[config.mk]
export PLATFORM = sky130hd
export DESIGN_NAME = pwf_filter
export DESIGN_NICKNAME = d
export VERILOG_FILES = /design/src/rtl/pwf_pkg.sv /design/src/rtl/pwf_sync.sv /design/src/rtl/pwf_chan.sv /design/src/rtl/pwf_filter.sv
export SDC_FILE = /design/constraint.sdc
export NUM_CORES = 1
export LEC_CHECK = 0
export BUFFER_PORTS_ARGS = -buffer_cell sky130_fd_sc_hd__buf_2
export CAP_MARGIN = 0
export CELL_PAD_IN_SITES_DETAIL_PLACEMENT = 1
export CELL_PAD_IN_SITES_GLOBAL_PLACEMENT = 1
export CORE_ASPECT_RATIO = 1.1
export CORE_MARGIN = 4
export CORE_UTILIZATION = 42
export DETAILED_ROUTE_END_ITERATION = 12
export HOLD_SLACK_MARGIN = 0.06
export MAX_ROUTING_LAYER = met4
export PLACE_DENSITY = 0.86
export SLEW_MARGIN = 30
export SYNTH_ARGS = -nofsm -noshare
export SYNTH_HDL_FRONTEND = slang
export SYNTH_HIERARCHICAL = 1
export SYNTH_SLANG_ARGS = --single-unit
[constraint.sdc]
create_clock -name clk -period 2.1 [get_ports clk]
set_input_delay 0 -clock clk [delete_from_list [all_inputs] [get_ports clk]]
set_output_delay 0 -clock clk [all_outputs]
set_load 0.005 [all_outputs]
[src/rtl/pwf_pkg.sv]
package pwf_pkg;
   localparam int DEF_NUM_CH   = 4;
   localparam int DEF_MAX_DLY  = 256;
   localparam int SYNC_MIN     = 2;

   // Bits needed to hold a count from 0 up to max_val inclusive.
   function automatic int cnt_bits(input int max_val);
      int w;
      w = 1;
      while ((1 << w) <= max_val) w++;
      return w;
   endfunction
endpackage

[src/rtl/pwf_sync.sv]
module pwf_sync #(
   parameter int STAGES = pwf_pkg::SYNC_MIN
) (
   input  logic clk,
   input  logic rst_n,
   input  logic d_async,
   output logic q_sync
);
   logic [STAGES-1:0] chain_q;

   generate
      if (STAGES < pwf_pkg::SYNC_MIN) begin : g_bad_stages
         $error("pwf_sync: STAGES must be at least 2");
      end
   endgenerate

   always_ff @(posedge clk) begin
      if (!rst_n) chain_q <= '0;
      else        chain_q <= {chain_q[STAGES-2:0], d_async};
   end

   assign q_sync = chain_q[STAGES-1];
endmodule

[src/rtl/pwf_chan.sv]
module pwf_chan #(
   parameter int CNT_W = 9
) (
   input  logic             clk,
   input  logic             rst_n,
   input  logic             in_sync,
   input  logic [CNT_W-1:0] dly,
   output logic             lvl,
   output logic             stb
);
   logic [CNT_W-1:0] cnt_q;
   logic             lvl_q;
   logic             stb_q;
   logic             differs;
   logic [CNT_W:0]   cnt_inc;
   logic             done;

   assign differs = (in_sync != lvl_q);
   assign cnt_inc = {1'b0, cnt_q} + 1'b1;
   assign done    = (cnt_inc >= {1'b0, dly});

   always_ff @(posedge clk) begin
      if (!rst_n) begin
         cnt_q <= '0;
         lvl_q <= 1'b0;
         stb_q <= 1'b0;
      end else if (!differs) begin
         cnt_q <= '0;
         stb_q <= 1'b0;
      end else if (done) begin
         cnt_q <= '0;
         lvl_q <= in_sync;
         stb_q <= 1'b1;
      end else begin
         cnt_q <= cnt_inc[CNT_W-1:0];
         stb_q <= 1'b0;
      end
   end

   assign lvl = lvl_q;
   assign stb = stb_q;
endmodule

[src/rtl/pwf_filter.sv]
module pwf_filter #(
   parameter int NUM_CH      = pwf_pkg::DEF_NUM_CH,
   parameter int MAX_DLY     = pwf_pkg::DEF_MAX_DLY,
   parameter int SYNC_STAGES = pwf_pkg::SYNC_MIN,
   parameter int CNT_W       = pwf_pkg::cnt_bits(MAX_DLY)
) (
   input  logic              clk,
   input  logic              rst_n,
   input  logic [NUM_CH-1:0] pin_in,
   input  logic [CNT_W-1:0]  dly_cnt,
   output logic [NUM_CH-1:0] filt_lvl,
   output logic [NUM_CH-1:0] edge_stb
);
   generate
      if (NUM_CH < 1) begin : g_bad_ch
         $error("pwf_filter: NUM_CH must be at least 1");
      end
      if ((1 << CNT_W) <= MAX_DLY) begin : g_bad_w
         $error("pwf_filter: CNT_W too narrow for MAX_DLY");
      end
   endgenerate

   logic [NUM_CH-1:0] pin_sync;

   generate
      for (genvar ch = 0; ch < NUM_CH; ch++) begin : g_ch
         pwf_sync #(.STAGES(SYNC_STAGES)) i_sync (
            .clk     (clk),
            .rst_n   (rst_n),
            .d_async (pin_in[ch]),
            .q_sync  (pin_sync[ch])
         );
         pwf_chan #(.CNT_W(CNT_W)) i_chan (
            .clk     (clk),
            .rst_n   (rst_n),
            .in_sync (pin_sync[ch]),
            .dly     (dly_cnt),
            .lvl     (filt_lvl[ch]),
            .stb     (edge_stb[ch])
         );
      end
   endgenerate
endmodule

==> reports/qor.log <==
[floorplanning] initial core utilization 43.4%
[worst_setup_path] crit-path leading delay family compound AO/OA/AOI/OAI gates
[synthesis] most frequently used cell type in the post-synthesis netlist sky130_fd_sc_hd__dfxtp_1
[synthesis] number of warnings printed during yosys synthesis 6
[placed_design] Placed Instances 443
[power_and_ir_drop] Psw 0.477 mW
[synthesis] Synth Area in XOR/XNOR 9.23%
[finish] antenna cell count 0
[timing] Worst Setup Slack, final -242 ps
[synthesis] Synth cell types 21
[drt] via/cell ratio 5.71
[run_status] status complete, but fails checks
[synthesis] combinational family with the most area after synthesis simple AND/OR/NAND/NOR gates
[worst_setup_path] Most common cell on crit path sky130_fd_sc_hd__ha_1
[grt] pin count of the biggest net entering global routing 21
[worst_setup_path] Bufs and invs on worst path 1
[clocking] number of buffers added by the clock tree synthesis step 5
[finish] Area growth syn-to-layout 39.9%
[synthesis] simple-gate area share of the yosys netlist 24.1%
[synthesis] area of the mapped netlist 3040 µm²
[timing] max-slew violations 0
[grt] via count of the first global-routing pass 2954
[finish] utilization after layout 60.7%
[finish] fin cells 477
[drt] number of nets still failing antenna checks after routing 0
[drt] Residual DRC 0
[synthesis] post-synth top area share 34.3%
[power_and_ir_drop] portion of total power attributed to the clock network 32.7%
[timing] number of endpoints with negative hold slack in the final report 0
[drt] number of DRC markers in iteration 0 133
[power_and_ir_drop] sequential fraction of design power 56.0%
[floorplanning] Core Box Area 7010 µm²
[grt] global-route wire length before repair 15700 µm
[worst_setup_path] slowest stage delay, CP 410 ps
[finish] net count reported at finish 446
[drt] total via count after detailed routing 2724
[synthesis] ranking of synthesized cells by area sky130_fd_sc_hd__dfxtp_1, sky130_fd_sc_hd__ha_1, sky130_fd_sc_hd__nor2b_2
[drt] Routed WL 11200 µm
[synthesis] synthesized net count 371
[clocking] root buffer cell sky130_fd_sc_hd__clkbuf_8
[timing] setup repair after global routing missed its margin yes
[worst_setup_path] cell with the biggest individual delay on the critical path sky130_fd_sc_hd__a211o_4
[timing] Least-Margin Pin Slew 420 ps
[worst_setup_path] required arrival time at the worst endpoint 2350 ps
[grt] grt met3 use 2.71%
[placed_design] input/output buffers 22
[clocking] clk slew on worst S/H paths 100 ps
[worst_setup_path] class of the most critical setup path register to register
[timing] final setup skew 11.8 ps
[worst_setup_path] Worst setup SP type register
[power_and_ir_drop] leakage dissipation 1.98 nW
[clocking] Max H-tree Level 2
[power_and_ir_drop] combinational cell fraction of total power 11.2%
[floorplanning] Vert. Die Dim 97.2 µm
[timing] final setup violating endpoints 41
[timing] Relative slew margins 72.0%
[floorplanning] Cell Rows 32
[synthesis] post-synthesis adder-cell area fraction 16.5%
[synthesis] post-synthesis cell type with the largest combined area sky130_fd_sc_hd__dfxtp_1
[worst_setup_path] list of cells traversed by the critical path ha_1 > and3_4 > buf_4 > xor2_1 > ha_1 > nand4_1 > o221ai_2 > a211o_4 > nor2b_4
[synthesis] Mapped Cells 316
[clocking] later-pin clock latency in the skew report 310 ps
[job] max-cap violations 0
[power_and_ir_drop] cell internal pwr 1.31 mW
[timing] highest clock frequency the design can meet 427 MHz
[synthesis] sequential element share of the synthesized area 34.3%
[floorplanning] # IOs 23
[clocking] clock sink total 52
[synthesis] flops & latches, synth 52
[grt] fraction of met1 tracks used by global routing 27.8%
[power_and_ir_drop] Power Dens Cells 420 nW/µm²
[synthesis] fraction of the mapped netlist area in compound gates 10.2%
[synthesis] top post-synthesis cells by count sky130_fd_sc_hd__dfxtp_1, sky130_fd_sc_hd__ha_1, sky130_fd_sc_hd__inv_1, sky130_fd_sc_hd__nor2b_2, sky130_fd_sc_hd__nand2_1
[worst_setup_path] critical path data arrival time 2590 ps
[floorplanning] Die X 89.1 µm
[run_status] failing checks negative setup slack
[placed_design] HPWL after detailed placement 5530 µm
[synthesis] number of enable-type register cells in the synthesized netlist 0
[drt] wire per inst 23.4 µm
[timing] Final Cycle Share 112%
[grt] sum of overflow across all layers after global routing 0
[grt] global-route total usage across every layer 24.1%
[power_and_ir_drop] Sw Ratio 26.7%
[clocking] TritonCTS clock tree done
[drt] total iterations of the first detailed-routing run 4
[power_and_ir_drop] power consumption 1.78 mW
[synthesis] portion of netlist area occupied by mux cells 1.32%
[finish] share of post-route cells with drive strength above 1 52.3%
[synthesis] Primary FF master, synth sky130_fd_sc_hd__dfxtp_1
[synthesis] async set or reset register ratio after synthesis 0%
[placed_design] final estimated routing congestion in global placement 0.788
[worst_hold_path] path type of the worst min-delay path input port to register
[clocking] maximum number of buffers from clock root to sink 2
[floorplanning] overall die area 8660 µm²
[grt] GR met2 Demand/Resource 42.8%
[power_and_ir_drop] worst vdd ir 257 µV
[grt] initial antenna violation count 0
[synthesis] post-synthesis area per instance 9.61 µm²
[grt] busiest grt layer met2
[worst_setup_path] maximum fanout along the worst path 5
[timing] post-layout minimum cycle time 2340 ps
[worst_setup_path] crit path capture type register
## registers in the layout (all words and copies together) (netlist names)
register / cells
g_ch.i_chan/cnt_q: 36
g_ch.i_sync/chain_q: 8
g_ch.i_chan/lvl: 4
g_ch.i_chan/stb: 4
## layout by cell type (no fill, tap or decap), types with 3 or more instances in the layout
| cell | instances |
|---|---|
| sky130_fd_sc_hd__nand2b_4 | 4 |
| sky130_fd_sc_hd__ha_1 | 33 |
| sky130_fd_sc_hd__mux2i_1 | 4 |
| sky130_fd_sc_hd__a21oi_1 | 3 |
| sky130_fd_sc_hd__nor2b_4 | 4 |
| sky130_fd_sc_hd__clkbuf_8 | 5 |
| sky130_fd_sc_hd__nor2_2 | 10 |
| sky130_fd_sc_hd__nor2_4 | 3 |
| sky130_fd_sc_hd__nand2_1 | 24 |
| sky130_fd_sc_hd__dfxtp_1 | 35 |
| sky130_fd_sc_hd__nor2_1 | 3 |
| sky130_fd_sc_hd__nand3_4 | 4 |
| sky130_fd_sc_hd__xor2_2 | 6 |
| sky130_fd_sc_hd__o21ai_2 | 3 |
| sky130_fd_sc_hd__nand3_2 | 3 |
| sky130_fd_sc_hd__nor2b_2 | 24 |
| sky130_fd_sc_hd__dlygate4sd3_1 | 4 |
| sky130_fd_sc_hd__buf_2 | 22 |
| sky130_fd_sc_hd__and3_1 | 6 |
| sky130_fd_sc_hd__nand4_1 | 4 |
| sky130_fd_sc_hd__ha_4 | 5 |
| sky130_fd_sc_hd__a21oi_2 | 15 |
| sky130_fd_sc_hd__a21o_1 | 4 |
| sky130_fd_sc_hd__inv_1 | 36 |
| sky130_fd_sc_hd__xor2_1 | 13 |
| sky130_fd_sc_hd__xnor2_2 | 5 |
| sky130_fd_sc_hd__and3_4 | 13 |
| sky130_fd_sc_hd__a211o_4 | 8 |
| sky130_fd_sc_hd__buf_4 | 36 |
| sky130_fd_sc_hd__nand3_1 | 5 |
| sky130_fd_sc_hd__xnor2_1 | 5 |
| sky130_fd_sc_hd__dfxtp_2 | 15 |
| sky130_fd_sc_hd__and2_1 | 8 |
## metrics by stage
stage	cell area (µm²)	setup TNS (ps)	hold slack (ps)	setup slack, ps
6_report	4250	-5100	159	-242
5_1_grt	4250	-8270	162	-289
4_1_cts	3910	-2550	118	-101
3_5_place_dp	3400	-7130	204	-226
3_3_place_gp	3400	-2140	200	-125
2_1_floorplan	3040	0	122	27.1
## repair_timing
| item | 4_1_cts | 5_1_grt |
|---|---|---|
| setup buffers | 14 | 4 |
| endpoints found under the hold margin | 4 | 0 |
| gates cloned | 4 | 0 |
| pin swaps | 39 | 17 |
| hold buffers | 4 | 0 |
| resized for setup | 57 | 49 |
| endpoints found under the setup margin | 44 | 44 |
## path summary, 6_finish.rpt
check / from / end / slack (ps) / cells past startpoint
worst min register to register: g_ch[1].i_sync/chain_q[0]$_SDFF_PN0_ / g_ch[1].i_sync/chain_q[1]$_SDFF_PN0_ / 450 / 1
worst min-delay path: rst_n / g_ch[0].i_chan/lvl$_SDFFE_PN0P_ / 160 / 3
worst max-delay path: g_ch[3].i_chan/cnt_q[0]$_SDFF_PP0_ / g_ch[3].i_chan/cnt_q[5]$_SDFF_PP0_ / -240 / 9
worst max register to register: g_ch[3].i_chan/cnt_q[0]$_SDFF_PP0_ / g_ch[3].i_chan/cnt_q[5]$_SDFF_PP0_ / -240 / 9
## metal layers
layer | wire length [µm] | part of all wire [%] | up-vias
met5 | 0 | 0 | -
met4 | 335 | 3.0 | 0
met3 | 506 | 4.5 | 26
met2 | 5890 | 53 | 110
met1 | 4420 | 40 | 1378
li1 | - | - | 1210
## cells by family after synthesis
kind of cell	Yosys count
muxes	4
and+or+nand+nor	116
DFF	52
buffers and inverters	36
adders and majority gates	40
AOI/OAI and AO/OA	36
xor gates and xnor gates	32
## worst reg2reg max path: cells and delay by family, from the launching register on
family | cells | cell delay, ps
xor+xnor | 1 | 250
compound gates | 2 | 580
fa+ha+maj | 2 | 510
buf+inv | 1 | 110
simple gates | 3 | 460
flops | 1 | 370
## power by group through the flow
| stage | logic [mW] | clock network [mW] | registers [mW] |
|---|---|---|---|
| global placement | 0.133 | 0 | 1.02 |
| global route | 0.211 | 0.657 | 1.00 |
| detailed placement | 0.142 | 0 | 1.02 |
| floorplan | 0.0846 | 0 | 1.02 |
| CTS | 0.166 | 0.601 | 0.999 |
| finish | 0.201 | 0.584 | 1.00 |
## layout make-up
class                   instances  area, µm²
clock inverters                 3       18.8
flip-flops and latches         52       1070
multi-input cells             232       2410
fillers                       742       2760
inverters                      36        135
repair buffers                 64        443
well taps                      85        106
clock buffers                   5       68.8
No activity file was read; power rests on OpenSTA's default activity.
